### config.mk
export PLATFORM = sky130hd
export DESIGN_NAME = pat_mem_seq
export DESIGN_NICKNAME = d
export VERILOG_FILES = /design/src/rtl/pat_mem_seq.sv
export SDC_FILE = /design/constraint.sdc
export NUM_CORES = 1
export LEC_CHECK = 0
export CAP_MARGIN = 20
export CORE_UTILIZATION = 25
export CTS_CLUSTER_SIZE = 20
export DETAILED_ROUTE_END_ITERATION = 8
export PLACE_DENSITY_LB_ADDON = 0.25
export SYNTH_ARGS = -nofsm -noshare
export SYNTH_HDL_FRONTEND = slang
export SYNTH_SLANG_ARGS = --single-unit
### constraint.sdc
create_clock -name clk -period 3.8 [get_ports clk]
set_input_delay 0.95 -clock clk [delete_from_list [all_inputs] [get_ports clk]]
set_output_delay 0.95 -clock clk [all_outputs]
set_load 0.05 [all_outputs]
### src/rtl/pat_mem_seq.sv
module pat_mem_seq #(
  parameter int NSIG  = 4,
  parameter int SPAN  = 8,
  parameter int BEATS = 4,
  parameter int AW    = 26,
  parameter int RW    = 16,
  localparam int SW    = 4 * NSIG,
  localparam int WW    = SW + 3,
  localparam int DEPTH = 8 * SPAN,
  localparam int PA    = $clog2(DEPTH),
  localparam int OW    = $clog2(SPAN),
  localparam int BW    = $clog2(BEATS)
) (
  input  logic          clk,
  input  logic          rst_n,
  input  logic          cfg_we,
  input  logic [PA:0]   cfg_addr,
  input  logic [WW-1:0] cfg_wdata,
  input  logic          req_valid,
  input  logic          req_write,
  input  logic          req_burst,
  input  logic [AW-1:0] req_addr,
  output logic          req_ack,
  output logic          req_done,
  input  logic          sw_go,
  input  logic [2:0]    sw_sel,
  output logic [SW-1:0] ctl_slots,
  output logic [AW-1:0] mem_addr,
  output logic          rfsh_pend
);

  localparam logic [2:0] RFSH = 3'd4;

  logic [WW-1:0] pram [DEPTH];
  logic [RW-1:0] period, rcnt;
  logic [3:0]    geo_code;
  logic          port16;
  logic          run;
  logic [2:0]    mode;
  logic [OW-1:0] off;
  logic [BW-1:0] beat;
  logic [AW-1:0] cur;
  logic          sw_pend;
  logic [2:0]    sw_sel_q;

  wire cfg_ram = cfg_we && !cfg_addr[PA];
  wire per_wr  = cfg_we && cfg_addr[PA] && !cfg_addr[0];
  wire geo_wr  = cfg_we && cfg_addr[PA] && cfg_addr[0];

  always_ff @(posedge clk)
    if (cfg_ram) pram[cfg_addr[PA-1:0]] <= cfg_wdata;

  wire [WW-1:0] w    = pram[{mode, off}];
  wire          hold = w[WW-2] && (beat != BW'(BEATS - 1));
  wire          fin  = !hold && (w[WW-1] || off == OW'(SPAN - 1));
  wire          tick = (rcnt == '0) && (period != '0) && !per_wr;

  wire       take_req = !run && !rfsh_pend && !sw_pend && req_valid;
  wire       idle_go  = !run && (rfsh_pend || sw_pend || req_valid);
  wire [2:0] nxt_mode = rfsh_pend ? RFSH : sw_pend ? sw_sel_q : {1'b0, req_burst, req_write};

  wire [AW:0]   span_full = {{AW{1'b0}}, 1'b1} << (5'd16 + {1'b0, geo_code});
  wire [AW-1:0] amask     = span_full[AW-1:0] - AW'(1);
  wire [AW-1:0] step      = port16 ? AW'(2) : AW'(1);

  always_ff @(posedge clk) begin
    if (!rst_n) begin
      period <= '0;  rcnt <= '0;  geo_code <= 4'd10;  port16 <= 1'b0;
      run <= 1'b0;  mode <= '0;  off <= '0;  beat <= '0;  cur <= '0;
      sw_pend <= 1'b0;  sw_sel_q <= '0;  rfsh_pend <= 1'b0;
      req_ack <= 1'b0;  req_done <= 1'b0;  ctl_slots <= '0;  mem_addr <= '0;
    end else begin
      req_ack   <= take_req;
      req_done  <= 1'b0;
      ctl_slots <= '0;
      mem_addr  <= '0;

      if (geo_wr) {port16, geo_code} <= cfg_wdata[4:0];
      if (per_wr) begin
        period <= cfg_wdata[RW-1:0];
        rcnt   <= cfg_wdata[RW-1:0];
      end else if (rcnt == '0) rcnt <= period;
      else rcnt <= rcnt - RW'(1);

      if (!run) begin
        if (idle_go) begin
          run  <= 1'b1;
          mode <= nxt_mode;
          off  <= '0;
          beat <= '0;
          cur  <= take_req ? (req_addr & amask) : '0;
          if (!rfsh_pend && sw_pend) sw_pend <= 1'b0;
        end
      end else begin
        ctl_slots <= w[SW-1:0];
        mem_addr  <= port16 ? (cur >> 1) : cur;
        if (w[WW-3]) cur <= (cur + step) & amask;
        if (hold) beat <= beat + BW'(1);
        else begin
          beat <= '0;
          off  <= off + OW'(1);
        end
        if (fin) begin
          run      <= 1'b0;
          req_done <= 1'b1;
          if (mode == RFSH) rfsh_pend <= 1'b0;
        end
      end

      if (tick) rfsh_pend <= 1'b1;
      if (sw_go) begin
        sw_pend  <= 1'b1;
        sw_sel_q <= sw_sel;
      end
    end
  end

endmodule

# After elaboration in Yosys (flattened, before gate mapping)
# Memories as Yosys holds them, arrays and structs flattened.
# Index checks and enable logic that the tools add are counted.
dict set report word_totals {
  n_memories 1
  ram_bits 1216
  output_inout_bits 45
  inputBits 62
  regBits 121
}
# name depth width rd rd_clocked_by_memory_dff wr line
set memory_table {}
lappend memory_table {pram 64 19 1 0 1 34} ;# logic [WW-1:0] pram [DEPTH];
dict set report op_classes {
  n_bitwise 4
  addsub 6
  shift 1
  n_reduce_logical 38
  n_mux 30
  eq_ne 6
}
# operator n
set ops {}
lappend ops {{26-bit two-way mux} 4}
lappend ops {{26-bit bitwise AND} 2}
lappend ops {{16-bit two-way mux} 2}
lappend ops {{26-bit by 2-bit adder with 26-bit output} 1}
lappend ops {{1-bit by 5-bit left shift with 26-bit output, first input constant} 1}
lappend ops {{26-bit by 1-bit subtractor with 26-bit output, second input constant} 1}
lappend ops {{25-bit two-way mux} 1}
lappend ops {{16-bit zero test} 1}
lappend ops {{16-bit nonzero test} 1}
lappend ops {{16-bit by 1-bit subtractor with 16-bit output, second input constant} 1}
lappend ops {{3-bit two-way mux} 5}
lappend ops {{1-bit two-way mux} 14}
lappend ops {{1-bit logical AND} 13}
lappend ops {{2-bit nonzero test} 6}
lappend ops {{2-bit two-way mux} 4}
lappend ops {{2-bit AND reduction} 4}
lappend ops {{1-bit zero test} 7}
lappend ops {{3-bit == test, second input constant} 2}
lappend ops {{2-bit != test, second input constant} 3}
lappend ops {{3-bit AND reduction} 2}
lappend ops {{5-bit by 4-bit adder with 5-bit output, first input constant} 1}
lappend ops {{3-bit by 1-bit adder with 3-bit output, second input constant} 1}
lappend ops {{1-bit logical OR} 3}
lappend ops {{3-bit OR reduction} 1}
lappend ops {{3 further kinds} 4}

# Longest topological paths before layout
# Gate-level depths: netlist of the first run.
dict set report depth {
  depth_word 7
  depth_mapped 12
  ltp_nobuf 9
}

# Worst setup path after synthesis of the first run
# Ideal clock, no wire load.
dict set report synth_timing {
  path_kind {in2reg}
  from {input port cfg_addr[5]}
  to {memory pram[39][0] (netlist name) (enable)}
  t_arrival_ps 2612
  required_time_ps 3405
  path_slack_ps 793
  stages 4
  setup_time_ps 395
  cell_sequence {clkbuf_1 or3b_2 clkbuf_1 nor2_1}
}
# element line
set synth_lines {}
lappend synth_lines {{start, declared} 17} ;# input logic [PA:0] cfg_addr,
lappend synth_lines {{end, declared} 34}
# Straight into the memory's write port.

# Worst setup path in the final report of the first run
dict set report layout_timing {
  from {register rfsh_pend}
  to {output port rfsh_pend}
}
# element line
set layout_lines {}
lappend layout_lines {{start, declared} 29} ;# output logic rfsh_pend
lappend layout_lines {{start signal, assigned} 70} ;# sw_pend <= 1'b0; sw_sel_q <= '0; rfsh_pend <= 1'b0;
lappend layout_lines {{start signal, assigned} 106} ;# if (mode == RFSH) rfsh_pend <= 1'b0;
lappend layout_lines {{start signal, assigned} 110} ;# if (tick) rfsh_pend <= 1'b1;
# No word-level cell between the ends.

==> results.md, run 1 <==
* Status: complete, no violations
* CP Max Fanout at 9
* DR pass1 iterations at 5
* Vias at 26000
* Post-synth design cell area at 0.0520 mm²
* Mux cell area share after synthesis at 17.5%
* Drt initial violations at 2686
* Synth Register Bits at 1337
* Reg-to-Reg End: req_done$_SDFF_PN0_
* PD cells at 534 mW/mm²
* Max_cap viols at 0
* CTS root buf: clkbuf_16
* Gr usage total at 14.1%
* Setup violators final at 0
* Post-DP HPWL at 91.8 mm
* Syn Area/Cell at 20.7 µm²
* Synth Area in Simple Gates at 3.33%
* Final ANT Viol Nets at 0
* Maximum VDD drop at 0.351 mV
* Worst rel slew slack at 23.2%
* Total Neg Setup Slack at 0 ns
* PnR worst setup slack at 0.464 ns
* Final hold violations at 0
* Post_cts resized at 0
* DIE HEIGHT at 458 µm
* Fmax at 300 MHz
* H-tree levels at 4
* Postcts setup bufs at 0
* Register area share after synthesis at 74.8%
* CP Data Required Time at 2.85 ns
* XOR/XNOR Fraction of Synth Area at 0.320%
* Final GP Congestion at 0.770
* Skew final at 0.0285 ns
* CTS tree: done
* Ratio of cells with drive above 1 in the final layout at 29.6%
* Hold WC Path Type: in2reg
* Worst Hold Slack at 0.483 ns
* Power Total at 33.6 mW
* Most frequent cell after synthesis: edfxtp_1
* Routed wire length at 149 mm
* Setup CP Type: reg2out
* Drt drc at 0
* Min-Delay Endpoint: pram[47][4]$_DFFE_PP_
* Arrival @ worst endpoint at 2.39 ns
* Synth Instances at 2513
* Startpoint Class: register
* Worst slack, placed at 0.483 ns
* Least-Margin Pin Slew at 1.15 ns
* CP max stage delay at 0.97 ns
* Port Buf Inserts at 106
* Worst skew pair latency at 0.80 ns
* Antenna violations before repair at 26
* Largest family of logic cells by synthesized area: multiplexers
* Core area at 0.207 mm²
* Rows at 167
* Die Width at 458 µm
* Clock sinks at 1337
* # hold bufs at CTS at 0
* Fraction of the mapped netlist area in adder cells at 0.231%
* RR Startpoint: off[0]$_SDFFE_PN0P_
* TritonCTS Buffers at 146
* Vias in the first global route at 26600
* Grt total ovfl at 0
* Post-synth top area cell: edfxtp_1
* Final Util at 30.4%
* Final layout net count at 2887
* Area after DPL at 0.0582 mm²
* Io pins at 107
* RSZ-0062 raised after global routing: no
* Setup crit end kind: primary output
* Dpl cells at 5370
* Hold path start: cfg_wdata[4]
* Worst Reg-to-Reg Cells at 10
* Syn nets at 2584
* Worst-path clk slew at 0.06 ns
* Initial Util at 25.2%
* Register area at 0.0390 mm²
* Die area at 0.210 mm²
* WL/cell at 26.4 µm
* Global-route wire length before repair at 208 mm
* Post-synth EDFFs at 1216
* Synth async-reset ratio at 0%
* Synth warnings at 0
* Area grow syn2layout at 20.8%
* Cell Chain, Critical Path: clkdlybuf4s50_1
* Family with the most delay on the worst path: buffers and inverters
* Fill count at 20000
* CTS Buffer Depth at 3
* Post-Layout Cell Count at 5642
* Area of the multi-input gates at 0.0126 mm²
* Slowest-stage cell, CP: clkdlybuf4s50_1
* Flop2flop setup slack at 0.55 ns
* Final Cell Area at 0.0629 mm²
* Ys flop type: edfxtp_1
* Crit path buffers/inverters at 1
* Post-synth top cells: edfxtp_1 (1216), mux4_2 (375), dfxtp_1 (121)
* Leakage at 18.9 nW
* Top area cells in the synthesized netlist: edfxtp_1 (70%), mux4_2 (16%), dfxtp_1 (4.7%), mux2i_1 (1.3%), nor2_1 (0.84%)
* Maximum number of pins on one net before global-route repair at 101
* Period minus WS final at 3.34 ns
* Unique masters post-synth at 62
* Drt via density at 4.61
* Slew Viols, Final at 0
* Top-area cell type share of the netlist area at 70.2%
* Compound-Gate Fraction of Synth Area at 2.41%
* Share of the clock period used by the worst path after layout at 87.8%
* Hold Crit Depth at 1
==> per-layer routing <==
metal	vias up	part of all wire, %	track usage [%]
li1	11100	-	-
met2	714	48	22.8
met1	14000	45	19.4
met4	8	1.7	3.42
met5	-	0.031	0
met3	163	5.4	2.66
==> final cells by class <==
type                    instances  area share [%]
clock inverters                70            1.20
multi-input cells            1020            20.0
repair buffers                301            5.27
diodes                          7          0.0279
flip-flops and latches       1337            61.9
well taps                    2704            5.38
inverters                      10          0.0677
clock buffers                 193            6.12
==> cells in the final DEF (no fill, tap or decap), types with 6 or more instances in the layout <==
cell	count
bufinv_16	6
nand3_1	36
clkinv_16	6
mux2i_1	65
dfxtp_1	115
buf_4	124
mux4_2	375
xor2_1	9
nor2_1	52
o21ai_0	35
clkdlybuf4s50_1	86
clkinv_1	25
buf_2	20
clkinvlp_4	7
clkbuf_1	45
ha_1	8
nand4_1	10
o211ai_1	19
nor2_2	64
nand3b_1	7
nor4_1	8
clkinv_2	15
diode_2	7
nor3_1	15
xnor2_1	10
buf_12	71
edfxtp_1	1216
and2_1	7
nor2b_1	33
inv_1	9
inv_16	6
clkbuf_16	146
nand2_1	110
a22oi_1	22
a21oi_1	17
a21boi_0	33
o22ai_1	6
o31ai_1	6
==> worst max path at each step <==
stage | start | end | slack (ns) | cells past startpoint
after floorplan | cfg_addr[5] | pram[39][0]$_DFFE_PP_ | 0.79 | 4
final | rfsh_pend$_SDFFE_PN0P_ | rfsh_pend | 0.46 | 1
after detailed placement | req_valid | cur[21]$_SDFFE_PN0P_ | 0.48 | 8
after global routing | off[0]$_SDFFE_PN0P_ | req_done$_SDFF_PN0_ | 0.25 | 10
after CTS | rfsh_pend$_SDFFE_PN0P_ | rfsh_pend | 0.39 | 1
after global placement | off[0]$_SDFFE_PN0P_ | ctl_slots[12]$_SDFF_PN0_ | 0.52 | 6
==> cells by family (layout without fill, tap and decap cells) <==
family	after synthesis	after routing
DFF	1337	1337
adders and majority gates	9	9
other	0	7
muxes	441	441
buffers and inverters	156	574
AOI/OAI and AO/OA	179	179
xor gates and xnor gates	19	19
and+or+nand+nor	372	372
==> sequential cells by signal, indices dropped and copies added (netlist names), 2 cells and up <==
signal and count:
beat 2, rcnt 16, mode 3, mem_addr 26, geo_code 4, pram 1216, sw_sel_q 3, cur 26
period 16, off 3, ctl_slots 16
==> report_power, final <==
group | switching, mW | internal (mW) | total, mW
clock network | 6.05 | 7.66 | 13.7
registers | 0.225 | 16.2 | 16.4
logic | 1.89 | 1.55 | 3.43
Power figures use the tool's default switching activity.
==> run 2: changes to the inputs <==
SETUP_SLACK_MARGIN = 0.2   (was unset)
==> results of run 2 <==
Same layout as run 1: the final DEF is identical, and so are final timing and power.
